==> src/rtl/dma2d_pkg.sv <==
package dma2d_pkg;
    typedef enum logic [1:0] {
        WALK_IDLE  = 2'd0,
        WALK_FRAME = 2'd1,
        WALK_LOOP  = 2'd2
    } walk_mode_e;
endpackage

==> src/rtl/dma2d_line_walker.sv <==
module dma2d_line_walker #(
    parameter int LW = 16,
    parameter int TW = 2 * LW + 1
) (
    input  logic          clk,
    input  logic          rst_n,
    input  logic          load,
    input  logic          step,
    input  logic [LW-1:0] xlen,
    input  logic [LW-1:0] ylen,
    input  logic [LW-1:0] stride,
    output logic [TW-1:0] offset,
    output logic          last_beat
);
    typedef struct packed {
        logic [LW-1:0] col;
        logic [LW-1:0] row;
        logic [TW-1:0] line;
    } walk_state_t;

    walk_state_t s_d, s_q;
    logic col_end, row_end;

    always_comb begin
        col_end = (s_q.col == xlen - LW'(1));
        row_end = (s_q.row == ylen);
        s_d     = s_q;
        if (load) begin
            s_d = '0;
        end else if (step) begin
            if (col_end) begin
                s_d.col = '0;
                if (!row_end) begin
                    s_d.row  = s_q.row + LW'(1);
                    s_d.line = s_q.line + TW'(stride);
                end
            end else begin
                s_d.col = s_q.col + LW'(1);
            end
        end
    end

    always_ff @(posedge clk or negedge rst_n) begin
        if (!rst_n) s_q <= '0;
        else        s_q <= s_d;
    end

    assign offset    = s_q.line + TW'(s_q.col);
    assign last_beat = col_end && row_end;

    // a beat is never taken outside the configured column range
    assert_col_in_range_R3: assert property (@(posedge clk) disable iff (!rst_n)
        step |-> (s_q.col < xlen));
    // rows never run past the configured count
    assert_row_in_range_R3: assert property (@(posedge clk) disable iff (!rst_n)
        step |-> (s_q.row <= ylen));
endmodule

==> src/rtl/dma2d_ring_walker.sv <==
module dma2d_ring_walker #(
    parameter int TW = 33
) (
    input  logic          clk,
    input  logic          rst_n,
    input  logic          load,
    input  logic          run,
    input  logic          step,
    input  logic [TW-1:0] span,
    output logic [TW-1:0] offset,
    output logic          end_first,
    output logic          end_second
);
    typedef struct packed {
        logic [TW-1:0] idx;
    } ring_state_t;

    ring_state_t s_d, s_q;

    always_comb begin
        end_first  = (s_q.idx == (span >> 1) - TW'(1));
        end_second = (s_q.idx == span - TW'(1));
        s_d        = s_q;
        if (load) begin
            s_d.idx = '0;
        end else if (step) begin
            s_d.idx = end_second ? '0 : s_q.idx + TW'(1);
        end
    end

    always_ff @(posedge clk or negedge rst_n) begin
        if (!rst_n) s_q <= '0;
        else        s_q <= s_d;
    end

    assign offset = s_q.idx;

    // the index stays inside the region for any legal region size
    assert_idx_in_region_R6: assert property (@(posedge clk) disable iff (!rst_n)
        (run && span >= TW'(2)) |-> (s_q.idx < span));
endmodule

==> src/rtl/dma2d_addr_gen.sv <==
module dma2d_addr_gen
    import dma2d_pkg::*;
#(
    parameter int AW = 30,
    parameter int LW = 16
) (
    input  logic          clk,
    input  logic          rst_n,
    input  logic          start,
    input  logic          stop,
    input  logic [AW-1:0] cfg_base,
    input  logic [LW-1:0] cfg_xlen,
    input  logic [LW-1:0] cfg_ylen,
    input  logic [LW-1:0] cfg_stride,
    output logic          addr_valid,
    input  logic          addr_ready,
    output logic [AW-1:0] addr,
    output logic          busy,
    output logic          frame_done,
    output logic          half_evt,
    output logic          half_sel
);
    localparam int TW = 2 * LW + 1;

    typedef struct packed {
        walk_mode_e    mode;
        logic [AW-1:0] base;
        logic [LW-1:0] xlen;
        logic [LW-1:0] ylen;
        logic [LW-1:0] stride;
        logic [TW-1:0] span;
        logic          done;
        logic          half;
        logic          sel;
    } ctl_state_t;

    ctl_state_t r_d, r_q;

    logic          hs, load_w, frame_step, loop_step;
    logic [TW-1:0] line_off, ring_off;
    logic          line_last, ring_end_a, ring_end_b;

    assign hs         = addr_valid && addr_ready;
    assign load_w     = start && !stop && (r_q.mode == WALK_IDLE);
    assign frame_step = hs && !stop && (r_q.mode == WALK_FRAME);
    assign loop_step  = hs && !stop && (r_q.mode == WALK_LOOP);

    dma2d_line_walker #(.LW(LW), .TW(TW)) i_line (
        .clk       (clk),
        .rst_n     (rst_n),
        .load      (load_w),
        .step      (frame_step),
        .xlen      (r_q.xlen),
        .ylen      (r_q.ylen),
        .stride    (r_q.stride),
        .offset    (line_off),
        .last_beat (line_last)
    );

    dma2d_ring_walker #(.TW(TW)) i_ring (
        .clk        (clk),
        .rst_n      (rst_n),
        .load       (load_w),
        .run        (r_q.mode == WALK_LOOP),
        .step       (loop_step),
        .span       (r_q.span),
        .offset     (ring_off),
        .end_first  (ring_end_a),
        .end_second (ring_end_b)
    );

    always_comb begin
        r_d      = r_q;
        r_d.done = 1'b0;
        r_d.half = 1'b0;
        if (stop) begin
            r_d.mode = WALK_IDLE;
        end else if (load_w) begin
            r_d.base   = cfg_base;
            r_d.xlen   = cfg_xlen;
            r_d.ylen   = cfg_ylen;
            r_d.stride = cfg_stride;
            r_d.span   = TW'(cfg_stride) * (TW'(cfg_ylen) + TW'(1));
            r_d.mode   = (cfg_xlen == '0) ? WALK_LOOP : WALK_FRAME;
        end else if (frame_step && line_last) begin
            r_d.mode = WALK_IDLE;
            r_d.done = 1'b1;
        end else if (loop_step) begin
            if (ring_end_a) begin
                r_d.half = 1'b1;
                r_d.sel  = 1'b0;
            end
            if (ring_end_b) begin
                r_d.half = 1'b1;
                r_d.sel  = 1'b1;
            end
        end
    end

    always_ff @(posedge clk or negedge rst_n) begin
        if (!rst_n) begin
            r_q      <= '0;
            r_q.mode <= WALK_IDLE;
        end else begin
            r_q <= r_d;
        end
    end

    assign addr_valid = (r_q.mode != WALK_IDLE);
    assign busy       = addr_valid;
    assign addr       = r_q.base + ((r_q.mode == WALK_LOOP) ? AW'(ring_off) : AW'(line_off));
    assign frame_done = r_q.done;
    assign half_evt   = r_q.half;
    assign half_sel   = r_q.sel;

    // a stalled address is held
    assert_addr_hold_R4: assert property (@(posedge clk) disable iff (!rst_n)
        (addr_valid && !addr_ready && !stop && !load_w) |=> (addr_valid && $stable(addr)));
    // completion is a single-cycle pulse
    assert_done_pulse_R5: assert property (@(posedge clk) disable iff (!rst_n)
        frame_done |=> !frame_done);
    // completion is seen with the channel already idle
    assert_done_idle_R5: assert property (@(posedge clk) disable iff (!rst_n)
        frame_done |-> !busy);
    // circular mode never completes
    assert_loop_no_done_R6: assert property (@(posedge clk) disable iff (!rst_n)
        (r_q.mode == WALK_LOOP) |=> !frame_done);
    // a half pulse always follows a handshake
    assert_half_after_beat_R7: assert property (@(posedge clk) disable iff (!rst_n)
        half_evt |-> $past(addr_valid && addr_ready));
    // stop forces idle with no event
    assert_stop_idle_R8: assert property (@(posedge clk) disable iff (!rst_n)
        stop |=> (!busy && !frame_done && !half_evt));
    // a start while busy leaves a stalled address alone
    assert_start_ignored_R9: assert property (@(posedge clk) disable iff (!rst_n)
        (busy && start && !stop && !addr_ready) |=> (busy && $stable(addr)));
endmodule

==> config.mk <==
export PLATFORM = sky130hd
export DESIGN_NAME = dma2d_addr_gen
export DESIGN_NICKNAME = d
export VERILOG_FILES = /design/src/rtl/dma2d_pkg.sv /design/src/rtl/dma2d_line_walker.sv /design/src/rtl/dma2d_ring_walker.sv /design/src/rtl/dma2d_addr_gen.sv
export SDC_FILE = /design/constraint.sdc
export NUM_CORES = 1
export LEC_CHECK = 0
export CORE_MARGIN = 4
export CORE_UTILIZATION = 50
export CTS_CLUSTER_SIZE = 24
export DETAILED_ROUTE_END_ITERATION = 10
export DONT_BUFFER_PORTS = 1
export SYNTH_ARGS = -nofsm -noshare
export SYNTH_HDL_FRONTEND = slang
export SYNTH_HIERARCHICAL = 1
export SYNTH_SLANG_ARGS = --single-unit
==> constraint.sdc <==
create_clock -name clk -period 7.85 [get_ports clk]
set_input_delay 1.57 -clock clk [delete_from_list [all_inputs] [get_ports clk]]
set_output_delay 1.57 -clock clk [all_outputs]
set_load 0.05 [all_outputs]
After elaboration in Yosys (flattened, before gate mapping)
Cells that the tools add are included.

Flip-flop bits (word level): 214. Output and inout bits: 35. Logic and storage cells: 74.

Add/subtract/negate cells: 10. Multiply operators: 1. Eq/ne operators: 7. Mux-type cells: 20. Bitwise logic cells: 3. Reductions and logical operators: 20.

Operator list (count): $mux 65 (2); $mux 33 (3); $mux 49 (2); $eq 33x33->1 (2); $add 33x1->33 const B (1); $add 33x16->33 (1); $mul 16x17->33 (1); $sub 32x1->33 const B (1); $sub 33x1->33 const B (1); $add 16x1->16 const B (2); $eq 16x16->1 (2); $add 30x16->30 (1); $add 30x30->30 (1); $mux 30 (1); $add 16x1->17 const B (1); $logic_not 16->1 (1); $mux 16 (1); $mux 2 (8); $sub 16x1->16 const B (1); $reduce_bool 2->1 (5); $logic_and 1x1->1 (8); $mux 3 (2); $reduce_and 5->1 (1); $not 1->1 (3); 9 further kinds (9).

Depth between registers and ports, before layout
Depth in word-level cells: 8. Depth in mapped cells: 29. Depth with buffers taken out: 27.

Cells and area by module
The synthesis kept the hierarchy.

By module, submodules not included: dma2d_addr_gen (instances 1, cells an instance 1801, area an instance 15610.0 um^2); dma2d_line_walker (instances 1, cells an instance 671, area an instance 5544.1 um^2); dma2d_ring_walker (instances 1, cells an instance 537, area an instance 4033.9 um^2).

Worst setup path before layout
No wires, ideal clock.

Kind: in2reg. From: in cfg_ylen[0]. To: reg r_q[34] (netlist bit). Data arrival time: 8121 ps. Required time: 7782 ps. Slack: -339 ps. Stages: 25. Path buffers: 2. Cells stage by stage: clkbuf_1 -> nand4_1 -> or3_1 -> xnor2_1 -> clkbuf_1 -> nand2_1 -> fa_1 -> fa_1 -> fa_1 -> inv_1 -> fa_1 -> fa_1 -> inv_1 -> fa_1 -> inv_1 -> ha_1 -> a21o_1 -> a21o_1 -> a2111oi_2 -> o21a_2 -> nor2_2 -> a41oi_2 -> o211ai_2 -> or2_0 -> nand3_1.

Cells in the longest elaborated chain, start to end: 2.

RTL lines: start: declaration (line dma2d_addr_gen.sv:13) `input logic [LW-1:0] cfg_ylen,`; $add 16x1->17 (line dma2d_addr_gen.sv:83) `r_d.span = TW'(cfg_stride) * (TW'(cfg_ylen) + TW'(1));`; $mul 16x17->33 (line dma2d_addr_gen.sv:83); end signal: assignment (line dma2d_addr_gen.sv:105) `r_q <= r_d;`; end: declaration (line dma2d_addr_gen.sv:37) `ctl_state_t r_d, r_q;`.

No other way between the ends. A chain may end at the register's enable or synchronous reset.

Worst setup path after layout
From: reg i_line/s_q[50] (netlist bit). To: out addr[26].

Cells in the longest elaborated chain, start to end: 3.

RTL lines: start: declaration (line dma2d_line_walker.sv:21) `walk_state_t s_d, s_q;`; start signal: assignment (line dma2d_line_walker.sv:44) `if (!rst_n) s_q <= '0;`; start signal: assignment (line dma2d_line_walker.sv:45) `else s_q <= s_d;`; $add 30x16->30 (line dma2d_line_walker.sv:48) `assign offset = s_q.line + TW'(s_q.col);`; net line_off[17] (line dma2d_addr_gen.sv:40) `logic [TW-1:0] line_off, ring_off;`; $mux 30 (line dma2d_addr_gen.sv:111) `assign addr = r_q.base + ((r_q.mode == WALK_LOOP) ? AW'(ring_off) : AW'(line_off));`; $add 30x30->30 (line dma2d_addr_gen.sv:111); end: declaration (line dma2d_addr_gen.sv:17) `output logic [AW-1:0] addr,`.

The timed path passes the listed nets, and every way through them passes these cells.

==> metrics.txt <==
Area growth syn-to-layout=8.50%; unrepaired setup endpoints after global routing=false; dpl cells=about 3,600; DP Worst Slack=-0.347 ns; Die W=231 um; Ys Warns=6; status=finished, final reports clean; hpwl dp=53,400 um; Leak Pwr=13.1 nW; CTS tree=built; FF-to-FF setup slack=3.49 ns; Sequential Power Share=0.135; Switch Pwr=roughly 5.2 mW; Filler cells=~4,600; GRT Resource Usage Total=0.260; CP Depth=22; Critical Path Slowest Stage Cell=o41ai_1; CP top delay family=compound AO/OA/AOI/OAI gates; nets@finish=around 3,500; global-route wire length before repair=between 100,000 and 150,000 um; Core ar.=about 49,000 um2; antenna violations before repair=0; Crit Path Max Fanout=7; Crit Reg-Reg Startpoint=r_q[3]$_DFFE_PN0P_; Final Slew Violations=0; clock skew=0.0347 ns; CP Class=flop to output port; Buf/Inv on CP=2; overall power=11.2 mW; total of max-cap violations=0; antenna-violating nets left=0; Hold Path Depth=2; CTS hold repair buffers=0; cells on worst reg2reg path=11; Hold WC Path Type=flop to flop; pin count of the biggest net entering global routing=~210; leading cell type in the layout, fill and taps excluded=nand2_1; I/O pins=118; vias in the first global route=approximately 22,000; clk root buf=clkbuf_16; Switching Share=0.461; worst hold slack=about 0.48 ns; Setup Buffers After CTS=0; CP peak stage delay=~0.51 ns; worst path cell trace=ha_1, a211oi_1, o21a_1, nor3_1, o41ai_1, a21boi_0, o41ai_1, buf_4, nand2b_1, xnor2_1, mux2_2, ha_1, a21o_1, a21oi_1, nor2b_1, nor4_1, o21ai_1, a41o_1, a21o_1, a21oi_2, xnor2_1, buf_4; Antenna Cells=0; H-tree levels=1; Peak Freq=0.132 GHz; RePlAce Congestion=0.914; Mapped Cells=around 3,000; CP arrival=around 6 ns; share of layout cells above drive strength 1=0.0882; data required time of the worst path=between 6 and 7 ns; Hold Crit Start=r_q[84]$_DFFE_PN0P_; Peak VDD IR=~740 uV; Rel. slew slack=0.211; power share of the combinational group=0.746; crit path launch=i_line/s_q[50]$_DFFE_PN0P_; cts bufs inserted=27; DR WL/cell=between 15 and 20 um; Detailed Routing Iterations Pass 1=6; CP startpoint kind=flop; Core Rows=81; vias per std cell=roughly 5.7; Total Wirelength=between 60,000 and 70,000 um; P_int=between 6 and 7 mW; initial core utilization=0.508; number of buffers on the longest clock path=3; pwr/cell area=between 400 and 500 nW/um2; fin cells=between 3,000 and 4,000; synthesized cell area=approximately 25,000 um2; fin crit share=0.966; syn_nets=~3,500; Buffers on Ports=0; GR Overflow Total=0; Slew @ Worst Pin=between 1 and 1.5 ns; commonest non-fill, non-tap cells in the layout=nand2_1, inv_1, fa_1, dfrtp_1, ha_1; CP endpoint=addr[26]; Worst-Skew Late Latency=0.56 ns; Placed Instance Area=approximately 26,000 um2; total vias in the final route=20,900; Setup WS post-layout=0.268 ns; final critical-path required period=between 7 and 8 ns; die area=roughly 54,000 um2; setup violators final=0; drt first-iter violations=about 1,400; Mapped Avg Cell Area=between 8 and 9 um2; Crit. End Element=output port; clk sinks=211; Clk network pwr share=0.119; endpoints failing hold=0; Die H=~230 um; R2R Path End=i_ring/offset[7]$_DFFE_PN0P_; DRC errors left=0; Worst-path clk slew=0.06 ns; post-route cell area=between 20,000 and 30,000 um2
## worst reg2reg max path: cells and delay by family, from the launching register on
kind	cells	cell delay, ns
AO/OA/AOI/OAI	4	1.97
buffers and inverters	1	0.11
flip-flops	1	0.42
multiplexers	1	0.15
adder cells (fa/ha/maj)	1	0.22
AND/OR/NAND/NOR	4	1.37
## routing by layer
layer  wire [um]  up-vias  GRT usage
met3        3670      142     0.0350
met1       29900    10300      0.346
met2       33300      540      0.445
met5           0        -          0
met4        2100        0     0.0763
li1            -     9940          -
## per-stage QoR
step	util	setup TNS, ns
finish	0.551	0
global route	0.551	0
detailed placement	0.532	-4.01
CTS	0.551	0
floorplan	-	-0.00735
global placement	0.532	-3.47
## worst min-delay path by stage
stage / to / slack (ns)
floorplan: r_q[72]$_DFFE_PN0P_ / 0.44
global placement: r_q[88]$_DFFE_PN0P_ / 0.47
detailed placement: r_q[49]$_DFFE_PN0P_ / 0.47
CTS: r_q[91]$_DFFE_PN0P_ / 0.49
global route: r_q[84]$_DFFE_PN0P_ / 0.51
finish: r_q[84]$_DFFE_PN0P_ / 0.48
## flip-flops by register name, indices dropped and copies added, names as in the netlist
name,cells
r_q,113
i_line/s_q,62
i_ring/offset,33
frame_done,1
half_evt,1
half_sel,1
## power groups by stage
stage | clock network, mW | logic, mW | registers, mW
2_1_floorplan | 0 | 5.55 | 1.36
3_3_place_gp | 0 | 8.31 | 1.53
3_5_place_dp | 0 | 8.39 | 1.53
4_1_cts | 1.37 | 8.44 | 1.51
5_1_grt | 1.42 | 9.41 | 1.54
6_report | 1.34 | 8.35 | 1.51
## layout make-up
class / count / area (um2) / area share
Clock buffer: 38 / 767 / 0.0283
Clock inverter: 11 / 186 / 0.00688
Inverter: 299 / 1120 / 0.0415
Multi-Input combinational cell: 2317 / 17900 / 0.661
Sequential cell: 211 / 5280 / 0.195
Tap cell: 664 / 831 / 0.0307
Timing Repair Buffer: 127 / 991 / 0.0366
## what timing repair did
item | CTS | global route
hold endpoints to repair | 0 | 0
endpoints found under the setup margin | 0 | 14
resized for setup | 0 | 1
Note: power is estimated with default switching activity, not from simulation.
